**src/rtl/ddr_single_bank_sched.sv**
```systemverilog
module ddr_single_bank_sched #(
  parameter int BANK_W  = 3,
  parameter int ROW_W   = 14,
  parameter int COL_W   = 10,
  parameter int DQ_W    = 16,
  parameter int CLK_PS  = 6000,
  parameter int REFI_PS = 7800000,
  parameter int RL      = 6,
  parameter int WL      = 5,
  parameter int WTR_CK  = 4,
  parameter int WR_CK   = 6,
  parameter int T_RCD   = 3,
  parameter int T_RAS   = 6,
  parameter int T_RP    = 3,
  parameter int T_RFC   = 27,
  parameter int T_RTP   = 2,
  parameter int RD_DLY  = 10
)(
  input  logic                clk,
  input  logic                rst_n,
  input  logic                init_done,
  input  logic                req_empty,
  input  logic                req_op,
  input  logic [BANK_W-1:0]   req_bank,
  input  logic [ROW_W-1:0]    req_row,
  input  logic [COL_W-1:0]    req_col,
  input  logic [8*DQ_W-1:0]   req_wdata,
  input  logic [7:0]          req_wmask,
  output logic                req_pop,
  output logic [2:0]          cmd_code,
  output logic [BANK_W-1:0]   cmd_bank,
  output logic [ROW_W-1:0]    cmd_addr,
  output logic [8*DQ_W-1:0]   cmd_wdata,
  output logic [7:0]          cmd_wmask,
  output logic                rd_valid
);
  localparam int CCD_CK   = 4;
  localparam int BEATS    = 8;
  localparam int CCD_CYC  = CCD_CK / 2;
  localparam int RTW_CYC  = (RL + CCD_CK + 2 - WL + 1) / 2;
  localparam int WTR_CYC  = (WL + BEATS/2 + WTR_CK + 1) / 2;
  localparam int WRP_CYC  = (WL + BEATS/2 + WR_CK + 1) / 2;
  localparam int REFI_CYC = REFI_PS / CLK_PS - 10;
  localparam int TW = $clog2(T_RFC + T_RAS + T_RCD + T_RP + T_RTP + RTW_CYC + WTR_CYC + WRP_CYC + 2);
  localparam int RW = $clog2(REFI_CYC + 1);

  localparam logic [2:0] CMD_REFRESH = 3'b001;
  localparam logic [2:0] CMD_CLOSE   = 3'b010;
  localparam logic [2:0] CMD_OPEN    = 3'b011;
  localparam logic [2:0] CMD_WRITE   = 3'b100;
  localparam logic [2:0] CMD_READ    = 3'b101;
  localparam logic [2:0] CMD_NOP     = 3'b111;

  typedef enum logic [3:0] {
    ST_START, ST_MODE, ST_REFRESH, ST_CLOSE, ST_OPEN,
    ST_WRITE, ST_READ, ST_WAIT, ST_ZQ
  } sched_state_t;

  sched_state_t        state;
  logic [TW-1:0]       tmr, ras_cnt, ccd_cnt, pre_cnt, turn_cnt;
  logic [RW-1:0]       ref_cnt;
  logic                ref_pend, last_rd;
  logic [BANK_W-1:0]   open_bank;
  logic [ROW_W-1:0]    open_row;
  logic [RD_DLY-1:0]   rd_sr;

  wire in_col   = (state == ST_WRITE) || (state == ST_READ);
  wire cur_rd   = (state == ST_READ);
  wire head_hit = !req_empty && (req_op == cur_rd) && (req_bank == open_bank) && (req_row == open_row);
  wire turn_ok  = (cur_rd == last_rd) || (turn_cnt == '0);
  wire may_close = in_col && !(head_hit && !ref_pend) && (ras_cnt == '0) && (pre_cnt == '0);

  assign req_pop  = in_col && head_hit && !ref_pend && (ccd_cnt == '0) && turn_ok;
  assign rd_valid = rd_sr[RD_DLY-1];

  always_ff @(posedge clk) begin
    if (!rst_n) begin
      state     <= ST_START;
      cmd_code  <= CMD_NOP;
      cmd_bank  <= '0;
      cmd_addr  <= '0;
      cmd_wdata <= '0;
      cmd_wmask <= '0;
      tmr       <= '0;
      ras_cnt   <= '0;
      ccd_cnt   <= '0;
      pre_cnt   <= '0;
      turn_cnt  <= '0;
      ref_cnt   <= '0;
      ref_pend  <= 1'b0;
      last_rd   <= 1'b0;
      open_bank <= '0;
      open_row  <= '0;
      rd_sr     <= '0;
    end else begin
      cmd_code <= CMD_NOP;
      if (tmr != '0)      tmr      <= tmr - 1'b1;
      if (ras_cnt != '0)  ras_cnt  <= ras_cnt - 1'b1;
      if (ccd_cnt != '0)  ccd_cnt  <= ccd_cnt - 1'b1;
      if (pre_cnt != '0)  pre_cnt  <= pre_cnt - 1'b1;
      if (turn_cnt != '0) turn_cnt <= turn_cnt - 1'b1;
      if (ref_cnt == RW'(REFI_CYC - 1)) begin
        ref_cnt  <= '0;
        ref_pend <= 1'b1;
      end else begin
        ref_cnt <= ref_cnt + 1'b1;
      end
      rd_sr <= (rd_sr << 1) | RD_DLY'(cmd_code == CMD_READ);

      case (state)
        ST_START: if (init_done) state <= ST_WAIT;
        ST_WAIT: if (tmr == '0) begin
          if (ref_pend) begin
            cmd_code <= CMD_REFRESH;
            cmd_addr <= '0;
            ref_pend <= 1'b0;
            tmr      <= TW'(T_RFC - 1);
            state    <= ST_REFRESH;
          end else if (!req_empty) begin
            cmd_code  <= CMD_OPEN;
            cmd_bank  <= req_bank;
            cmd_addr  <= req_row;
            open_bank <= req_bank;
            open_row  <= req_row;
            tmr       <= TW'(T_RCD - 1);
            ras_cnt   <= TW'(T_RAS - 1);
            state     <= ST_OPEN;
          end
        end
        ST_REFRESH, ST_CLOSE: if (tmr == '0) state <= ST_WAIT;
        ST_OPEN: if (tmr == '0) state <= req_op ? ST_READ : ST_WRITE;
        ST_WRITE, ST_READ: begin
          if (req_pop) begin
            cmd_code     <= cur_rd ? CMD_READ : CMD_WRITE;
            cmd_bank     <= open_bank;
            cmd_addr     <= ROW_W'(req_col);
            cmd_addr[10] <= 1'b0;
            cmd_wdata    <= req_wdata;
            cmd_wmask    <= req_wmask;
            ccd_cnt      <= TW'(CCD_CYC - 1);
            pre_cnt      <= cur_rd ? TW'(T_RTP - 1) : TW'(WRP_CYC - 1);
            turn_cnt     <= cur_rd ? TW'(RTW_CYC - 1) : TW'(WTR_CYC - 1);
            last_rd      <= cur_rd;
          end else if (may_close) begin
            cmd_code <= CMD_CLOSE;
            cmd_bank <= open_bank;
            cmd_addr <= '0;
            tmr      <= TW'(T_RP - 1);
            state    <= ST_CLOSE;
          end
        end
        default: state <= ST_WAIT;
      endcase
    end
  end

  AST_POP_NOT_EMPTY: assert property (@(posedge clk) disable iff (!rst_n)
    req_pop |-> !req_empty);
  AST_POP_THEN_COLUMN: assert property (@(posedge clk) disable iff (!rst_n)
    req_pop |=> (cmd_code == CMD_READ || cmd_code == CMD_WRITE));
  AST_START_SILENT: assert property (@(posedge clk) disable iff (!rst_n)
    (state == ST_START) |=> (cmd_code == CMD_NOP));
  AST_REFRESH_WINS: assert property (@(posedge clk) disable iff (!rst_n)
    (state == ST_WAIT && tmr == '0 && ref_pend) |=> (cmd_code == CMD_REFRESH));
  AST_A10_LOW: assert property (@(posedge clk) disable iff (!rst_n)
    (cmd_code == CMD_CLOSE || cmd_code == CMD_READ || cmd_code == CMD_WRITE) |-> !cmd_addr[10]);
  AST_CLOSE_AFTER_RAS: assert property (@(posedge clk) disable iff (!rst_n)
    (cmd_code == CMD_CLOSE) |-> (ras_cnt == '0));
endmodule

```
**config.mk**
```make
export PLATFORM = sky130hd
export DESIGN_NAME = ddr_single_bank_sched
export DESIGN_NICKNAME = d
export VERILOG_FILES = /design/src/rtl/ddr_single_bank_sched.sv
export SDC_FILE = /design/constraint.sdc
export NUM_CORES = 1
export LEC_CHECK = 0
export BUFFER_PORTS_ARGS = -buffer_cell sky130_fd_sc_hd__buf_2
export CORE_MARGIN = 4
export CORE_UTILIZATION = 50
export DETAILED_ROUTE_END_ITERATION = 8
export PLACE_DENSITY_LB_ADDON = 0.15
export SYNTH_ARGS = -nofsm -noshare
export SYNTH_HDL_FRONTEND = slang
export SYNTH_SLANG_ARGS = --single-unit
```
**constraint.sdc**
```tcl
create_clock -name clk -period 3.6 [get_ports clk]
set_clock_uncertainty 0.2 [all_clocks]
set_input_delay 0.36 -clock clk [delete_from_list [all_inputs] [get_ports clk]]
set_output_delay 0.36 -clock clk [all_outputs]
set_load 0.02 [all_outputs]
```
==> impl_metrics.csv, run 1 <==
group,metric,value,unit
die,fp.dieH,142,um
setup_path,required,3.04,ns
timing,hold_viol,0,
grt,antenna_found_initial,2,
timing,finalCritPeriodShare,95.0,%
timing,worstMarginPinSlew,1.01,ns
drt,num_vias,9440,
timing,clock.fmax,0.293,GHz
die,initial_core_util,51.4,%
timing,final_max_slew_viol_count,0,
pwr,leakagePower,5.69,nW
timing,period_needed,3.42,ns
worst_hold_path,hold_path.class,"in -> reg",
logic_synthesis,synth_fp_nets,1265,
drt,met2_length,14500,um
placement,gp_congestion,0.803,
logic_synthesis,yosys-top-cells-area,"dfxtp_1 (51%), nand2_1 (14%), a21oi_1 (10%), xor2_1 (3.5%), nor2_1 (1.8%)",
logic_synthesis,synth_area,0.00898,mm^2
logic_synthesis,ys_seq_area_share,51.0,%
finish,synthToLayoutAreaGrowth,45.7,%
grt,grt_max_degree,145,
logic_synthesis,async_flop_share,0,%
die,die_area,0.0202,mm^2
clock_network,clk_path_buf_depth,3,
timing,tns,0,ns
logic_synthesis,synth_edf_count,0,
timing,setup_viol_count_final,0,
timing,max_slew_margin,32.6,%
die,chipWidth,142,um
pwr,peakVddDrop,0.428,mV
grt,track_usage,27.7,%
setup_path,rrSetupSlack,0.56,ns
finish,drive_gt1_share,25.2,%
setup_path,worstPathArrival,2.86,ns
placement,dp_hpwl,17800,um
die,boundaryPins,326,
logic_synthesis,netlist_instances,1085,
drt,finalWirelength,29600,um
status,status,"complete, no violations",
timing,rsz0062_at_grt,"no",
clock_network,htree_levels,1,
drt,drc,0,
setup_path,critPathKind,"in -> out",
clock_network,ctsRootBufferMaster,"clkbuf_16",
drt,ant_nets,0,
finish,fin_nets,1722,
logic_synthesis,ys.flop_type,"dfxtp_1",
logic_synthesis,yosysTopAreaCellShare,51.0,%
timing,hold_ws,0.0542,ns
clock_network,cts_tree,"done",
drt,via_per_inst,5.27,
logic_synthesis,synth.distinct_cells,52,
grt,grt_first_pass_wirelength,46500,um
grt,grt_pass1_vias,9221,
clock_network,numCtsBuffers,24,
drt,met3_length,2290,um
drt,wl_met1,11200,um
drt,drt-pass1-iter-count,7,
grt,grt_remaining_overflow,0,
flow_run,cap_violations,0,
logic_synthesis,synth_area_per_cell,8.28,um^2
logic_synthesis,ys_ff_latch,229,
logic_synthesis,synth_area_leader_cell,"dfxtp_1",
die,rows,48,
logic_synthesis,yosys_warnings,0,
clock_network,clock_latency,0.50,ns
setup_path,path_max_fanout,49,
drt,drtIter0Drc,679,
setup_path,worstSetupStartpointType,"primary input",
drt,routed.top_layer,"met4",
setup_path,cp-end-kind,"output pin",
drt,wire_per_inst,16.5,um
clock_network,cts.sinks,229,
die,coreArea,0.0175,mm^2
placement,portBuffers,325,
pwr,power_density,567,mW/mm^2
clock_network,path_clk_slew,0.06,ns
==> cells in the mapped netlist (all sizes together) (8+ instances only) <==
cell	n
xor2	36
nor2	45
a21oi	179
nand2	341
inv	14
a22oi	10
nand3	18
dfxtp	229
and2	13
ha	12
buf	33
nor3	13
xnor2	16
nor4	9
o31ai	8
clkbuf	36
==> per-layer routing <==
metal	vias up	GRT usage (%)
li1	4530	-
met1	4358	32.0
met2	422	47.6
met3	130	6.96
met4	0	14.3
met5	-	0
==> path summary, 6_finish.rpt <==
| path | from | to | depth (start not counted) |
|---|---|---|---|
| worst max register to register | state[2] | cmd_wdata[124] | 8 |
| worst min register to register | rd_sr[4] | rd_sr[5] | 1 |
| worst max-delay path | req_row[4] | req_pop | 8 |
| worst min-delay path | req_col[1] | cmd_addr[1] | 3 |
==> cells in the final DEF (no fill, tap or decap), types with 7 or more instances in the layout <==
cell,n
inv_1,13
buf_4,12
clkbuf_16,25
xor2_1,36
diode_2,8
a21oi_1,179
xnor2_1,16
dfxtp_1,229
ha_1,12
o211ai_1,7
buf_2,325
nand3_1,17
and2_1,12
o31ai_1,8
nor2_1,44
nand2_1,339
dlygate4sd3_1,160
a22oi_1,10
nor4_1,9
nor3_1,13
o21ai_0,7
==> timing repair <==
| action | 4_1_cts | 5_1_grt |
|---|---|---|
| setup endpoints to repair | 0 | 1 |
| hold buffers | 160 | 0 |
| resized for setup | 0 | 1 |
| hold endpoints to repair | 167 | 0 |
| setup buffers | 0 | 2 |
==> power breakdown <==
| group | total (W) | switching [W] | internal [W] | leakage [nW] |
|---|---|---|---|---|
| clock network | 0.00246 | 0.000989 | 0.00147 | 0.370 |
| registers | 0.00302 | 0.000237 | 0.00279 | 1.85 |
| logic | 0.00194 | 0.00104 | 0.000894 | 3.47 |
==> worst max-delay path: stages <==
cell and delay, ns:
dlygate4sd3_1 0.54, buf_2 0.15, xor2_1 0.14, nor4_1 0.37
nand4_1 0.24, or3_4 0.48, clkinv_4 0.31, buf_2 0.25
==> flip-flops by register name (all words and copies together) (netlist names), 6 cells and up <==
register,flops
turn_cnt,6
ref_cnt,11
rd_sr,10
cmd_wmask,8
tmr,6
ras_cnt,6
pre_cnt,6
cmd_addr,14
ccd_cnt,6
cmd_wdata,128
open_row,14
==> metrics by stage <==
stage	cell area, um^2	cells	util, %	power, W	setup WS (ns)
2_1_floorplan	8980	1085	-	0.00436	0.994
3_3_place_gp	10700	1579	61.0	0.00481	0.446
3_5_place_dp	10700	1579	61.0	0.00484	0.422
4_1_cts	13100	1780	74.7	0.00745	0.0133
5_1_grt	13100	1784	74.8	0.00785	0.00319
6_report	13100	1790	74.9	0.00742	0.182
==> layout make-up <==
type                       instances  area [um^2]
timing repair buffer             500         3380
clock buffer                      34          689
fill                            1216         4380
sequential                       229         4580
antenna                            8         20.0
multi-input combinational        772         3980
clock inverter                     7         95.1
tap                              225          282
inverter                          15         66.3
==> cells by family after synthesis <==
family | after synthesis | share of synthesized area, %
AOI/OAI and AO/OA | 235 | 14.7
xor gates and xnor gates | 52 | 5.07
adders and majority gates | 12 | 1.67
buffers and inverters | 84 | 4.80
DFF | 229 | 51.0
muxes | 2 | 0.223
and+or+nand+nor | 471 | 22.5
No activity file was read; power rests on OpenSTA's default activity.
==> run 2: changes to the inputs <==
MAX_ROUTING_LAYER = met4   (was unset)
==> run 2 against run 1 <==
Effect of this change: worst setup slack improved by 0.0081 ns; power fell by 0.11%; highest routed layer unchanged; worst hold slack got worse by 0.0049 ns; utilization did not move.
==> impl_metrics.csv, run 2 (synthesis results as in run 1) <==
group,metric,value,unit
status,status,"complete, no violations",
die,coreArea,0.0175,mm^2
timing,clock.fmax,0.293,GHz
setup_path,cp_cell_sequence,"dlygate4sd3_1 > buf_2 > xor2_1 > nor4_1 > nand4_1 > or3_4 > clkinv_4 > buf_2",
grt,grt_pass1_vias,9206,
timing,max_slew_margin,33.2,%
grt,grt_first_pass_wirelength,46500,um
finish,final_common_cell,"nand2_1",
flow_run,cap_violations,0,
clock_network,htree_levels,1,
placement,dp_hpwl,17800,um
setup_path,critPathTopFamily,"buffers and inverters",
setup_path,critPathKind,"in -> out",
placement,gp_congestion,0.814,
finish,multiInputGateArea,0.00398,mm^2
setup_path,critPathMaxStageDelay,0.53,ns
grt,grt_remaining_overflow,0,
setup_path,worst-path-buf-inv,4,
finish,synthToLayoutAreaGrowth,45.7,%
placement,pre_cts_ws,0.422,ns
timing,rsz0062_at_grt,"no",
setup_path,cpMostUsedCell,"buf_2",
drt,drtIter0Drc,634,
finish,fin_util,74.9,%
clock_network,clock_latency,0.50,ns
die,initial_core_util,51.4,%
clock_network,cts.sinks,229,
finish,final_area,0.0131,mm^2
die,die_area,0.0202,mm^2
clock_network,path_clk_slew,0.06,ns
drt,ant_nets,0,
clock_network,numCtsBuffers,24,
finish,regArea,0.00458,mm^2
clock_network,clk_path_buf_depth,3,
finish,fin_nets,1722,
die,fp.dieH,142,um
die,chipWidth,142,um
placement,portBuffers,325,
setup_path,crit_path_top_delay_cell,"dlygate4sd3_1",
finish,fillers,1216,
setup_path,path_max_fanout,49,
timing,finalCritPeriodShare,94.7,%
drt,wire_per_inst,16.5,um
finish,top_register,"cmd_wdata",
setup_path,required,3.04,ns
timing,fin_ws,0.190,ns
pwr,power_density,566,mW/mm^2
die,rows,48,
timing,hold_ws,0.0493,ns
finish,largest_reg_flops,128,
timing,setup_viol_count_final,0,
pwr,peakVddDrop,0.429,mV
clock_network,cts_tree,"done",
grt,antenna_found_initial,2,
timing,hold_viol,0,
grt,track_usage,28.6,%
grt,grt_max_degree,145,
timing,worstMarginPinSlew,1.00,ns
setup_path,worstPathArrival,2.85,ns
timing,period_needed,3.41,ns
setup_path,cp-end-kind,"output pin",
placement,post_dp_cell_area,0.0107,mm^2
drt,drt-pass1-iter-count,5,
setup_path,worstSetupStartpointType,"primary input",
worst_hold_path,hold_path.class,"in -> reg",
drt,finalWirelength,29500,um
pwr,leakagePower,5.69,nW
timing,tns,0,ns
drt,drc,0,
clock_network,ctsRootBufferMaster,"clkbuf_16",
drt,num_vias,9439,
die,boundaryPins,326,
drt,via_per_inst,5.27,
finish,drive_gt1_share,25.2,%
timing,final_max_slew_viol_count,0,
finish,layout_common_cells,"nand2_1 (339), buf_2 (325), dfxtp_1 (229), a21oi_1 (179), dlygate4sd3_1 (160)",
finish,reg_top3,"cmd_wdata (128), cmd_addr (14), open_row (14)",
## run 2: metal layers
| metal | share of wire (%) | GRT usage [%] | up-vias | wire length [um] |
|---|---|---|---|---|
| met3 | 8.0 | 6.62 | 121 | 2350 |
| li1 | - | - | 4524 | - |
| met2 | 49 | 47.8 | 442 | 14500 |
| met4 | 5.2 | 14.1 | 0 | 1540 |
| met1 | 38 | 32.1 | 4352 | 11100 |
| met5 | 0 | - | - | 0 |
## run 2: through the flow
step                power (W)  std cells
floorplan             0.00436       1085
global placement      0.00481       1579
detailed placement    0.00484       1579
CTS                   0.00745       1780
global route          0.00784       1784
finish                0.00742       1790
## run 2: area by class of cell
| class | instances | share of cell area (%) |
|---|---|---|
| Timing Repair Buffer | 500 | 25.8 |
| Tap cell | 225 | 2.15 |
| Inverter | 15 | 0.506 |
| Clock inverter | 7 | 0.726 |
| Multi-Input combinational cell | 772 | 30.4 |
| Clock buffer | 34 | 5.27 |
| Antenna cell | 8 | 0.153 |
| Sequential cell | 229 | 35.0 |
## run 2: worst min-delay path, cell delays in order
cell and delay, ns:
buf_2 0.13, a22oi_1 0.08, a21oi_1 0.14
## run 2: what timing repair did
item / CTS / global route
hold buffers: 160 / 0
gates resized for setup: 0 / 1
setup buffers: 0 / 2
endpoints found under the hold margin: 167 / 0
endpoints found under the setup margin: 0 / 1
## run 2: power breakdown
| group | switching [W] | total, W | internal (W) |
|---|---|---|---|
| sequential | 0.000237 | 0.00303 | 0.00279 |
| combinational | 0.00104 | 0.00194 | 0.000894 |
| clock | 0.000982 | 0.00246 | 0.00147 |
## run 2: final timing paths
path,start,to,slack (ns),depth (start not counted)
hold reg to reg,rd_sr[6],rd_sr[7],0.23,1
setup reg to reg,state[2],cmd_wdata[124],0.54,8
hold / removal,req_row[2],cmd_addr[2],0.05,3
setup / recovery,req_row[4],req_pop,0.19,8
==> run 3: changes to the inputs <==
CORE_UTILIZATION = 51   (was 50)
CTS_BUF_LIST = sky130_fd_sc_hd__clkbuf_2   (was unset)
RECOVER_POWER = 50   (was unset)
SKIP_CTS_REPAIR_TIMING = 1   (was unset)
==> run 3 against run 2 <==
Effect of this change: the run now ends with negative hold slack left; via count up 3.3%; highest routed layer unchanged; utilization decreased by 1.2 points; maximum frequency is 0.75% lower; critical path type is now reg -> out; critical endpoint unchanged; worst setup slack worse by 0.026 ns.
==> impl_metrics.csv, run 3 (synthesis results as in run 1) <==
group,metric,value,unit
setup_path,worstPathArrival,2.88,ns
setup_path,r2r-start,"turn_cnt[0]",
finish,fillers,1370,
die,die_area,0.0198,mm^2
setup_path,required,3.04,ns
setup_path,crit_start,"turn_cnt[0]",
finish,top_register,"cmd_wdata",
drt,drt-pass1-iter-count,5,
finish,fin_nets,1770,
clock_network,path_clk_slew,0.11,ns
setup_path,critPathKind,"reg -> out",
setup_path,crit_end,"req_pop",
drt,drtIter0Drc,566,
drt,via_per_inst,5.24,
setup_path,crit_path_top_delay_cell,"or3_4",
status,violations,"negative hold slack",
clock_network,cts_tree,"done",
die,initial_core_util,51.9,%
grt,grt_first_pass_wirelength,39800,um
timing,final_max_slew_viol_count,0,
placement,dp_hpwl,17300,um
setup_path,path_max_fanout,6,
setup_path,rrSetupSlack,0.38,ns
flow_run,cap_violations,0,
timing,setup_viol_count_final,0,
clock_network,clk_path_buf_depth,3,
timing,worstMarginPinSlew,1.35,ns
die,rows,48,
setup_path,cp_cell_sequence,"inv_1 > ha_1 > or4b_4 > nor2_8 > o211ai_1 > or3_4 > clkinv_16 > buf_4",
timing,clock.fmax,0.291,GHz
status,status,"finished with violations",
placement,pre_cts_ws,0.446,ns
timing,period_needed,3.44,ns
die,chipWidth,141,um
die,boundaryPins,326,
finish,regArea,0.00459,mm^2
drt,ant_nets,0,
grt,grt_pass1_vias,8028,
pwr,leakagePower,5.08,nW
finish,reg_top3,"cmd_wdata (128), cmd_addr (14), open_row (14)",
pwr,power_density,525,mW/mm^2
grt,grt_max_degree,145,
timing,hold_ws,-0.0130,ns
timing,finalCritPeriodShare,95.4,%
setup_path,cp-end-kind,"output pin",
drt,wire_per_inst,16.3,um
setup_path,worstSetupStartpointType,"flip-flop",
finish,synthToLayoutAreaGrowth,41.9,%
finish,drive_gt1_share,17.8,%
placement,portBuffers,325,
timing,fin_ws,0.164,ns
timing,rsz0062_at_grt,"no",
finish,final_common_cell,"nand2_1",
setup_path,worst-path-buf-inv,3,
setup_path,critPathTopFamily,"simple AND/OR/NAND/NOR gates",
worst_hold_path,hold_path.class,"in -> reg",
finish,multiInputGateArea,0.00398,mm^2
setup_path,critPathMaxStageDelay,0.51,ns
die,fp.dieH,141,um
timing,max_slew_margin,10.1,%
placement,gp_congestion,0.845,
pwr,peakVddDrop,0.413,mV
drt,drc,0,
drt,num_vias,9750,
setup_path,worstRegToRegCells,11,
drt,finalWirelength,30200,um
die,coreArea,0.0173,mm^2
grt,grt_remaining_overflow,0,
clock_network,numCtsBuffers,57,
clock_network,cts.sinks,229,
setup_path,path_depth,8,
clock_network,htree_levels,2,
setup_path,r2r_end,"cmd_addr[4]",
grt,track_usage,24.8,%
timing,hold_viol,1,
clock_network,clock_latency,0.81,ns
finish,largest_reg_flops,128,
clock_network,ctsRootBufferMaster,"clkbuf_2",
finish,layout_common_cells,"nand2_1 (339), dfxtp_1 (227), a21oi_1 (179), dlygate4sd3_1 (166), buf_2 (166)",
pwr,fin_total_pwr,0.00669,W
grt,antenna_found_initial,3,
[run 3: worst reg2reg max path, cell delays in order, from the launching register on]
cell	delay, ns
dfxtp_2	0.35
inv_1	0.07
ha_1	0.14
or4b_4	0.50
nor2_8	0.16
o211ai_1	0.14
or3_4	0.51
buf_4	0.20
inv_8	0.12
a22oi_1	0.10
dlygate4sd3_1	0.57
a21oi_1	0.13
[run 3: layer usage]
| layer | wire (um) | GRT usage [%] | vias to the layer above |
|---|---|---|---|
| met5 | 0 | - | - |
| met4 | 1210 | 11.3 | 0 |
| met3 | 2200 | 5.63 | 99 |
| met2 | 14700 | 39.9 | 446 |
| met1 | 12100 | 29.7 | 4560 |
| li1 | - | - | 4645 |
[run 3: where the power goes]
part	switching [W]	total [W]	internal, W
Sequential	0.000243	0.00303	0.00279
Clock	0.00102	0.00169	0.000664
Combinational	0.00106	0.00198	0.000911
[run 3: per-stage QoR]
step / setup TNS [ns] / area, um^2 / hold slack [ns] / utilization (%) / cells
4_1_cts: -0.287 / 11100 / -0.499 / 64.5 / 1673
6_report: 0 / 12700 / -0.0130 / 73.7 / 1859
5_1_grt: 0 / 12700 / -0.000580 / 73.7 / 1856
3_5_place_dp: 0 / 10700 / 0.220 / 61.6 / 1576
2_1_floorplan: 0 / 8980 / 0.212 / - / 1085
3_3_place_gp: 0 / 10700 / 0.214 / 61.6 / 1576
[run 3: cell type report]
type | instances | share of cell area [%]
Antenna cell | 6 | 0.118
Clock buffer | 80 | 3.14
Timing Repair inverter | 2 | 0.177
Timing Repair Buffer | 513 | 25.8
Clock inverter | 17 | 0.716
Tap cell | 225 | 2.21
Inverter | 15 | 0.687
Sequential cell | 229 | 36.0
Multi-Input combinational cell | 772 | 31.2
[run 3: how the worst min path moves through the flow]
stage	start	endpoint	slack [ns]	cells past startpoint
floorplan	rd_sr[0]	rd_sr[1]	0.21	1
global placement	rd_sr[4]	rd_sr[5]	0.21	1
detailed placement	rd_sr[0]	rd_sr[1]	0.22	1
CTS	req_wdata[40]	cmd_wdata[40]	-0.50	3
global route	req_empty	cmd_bank[1]	-0.0006	6
finish	req_empty	cmd_bank[1]	-0.01	6
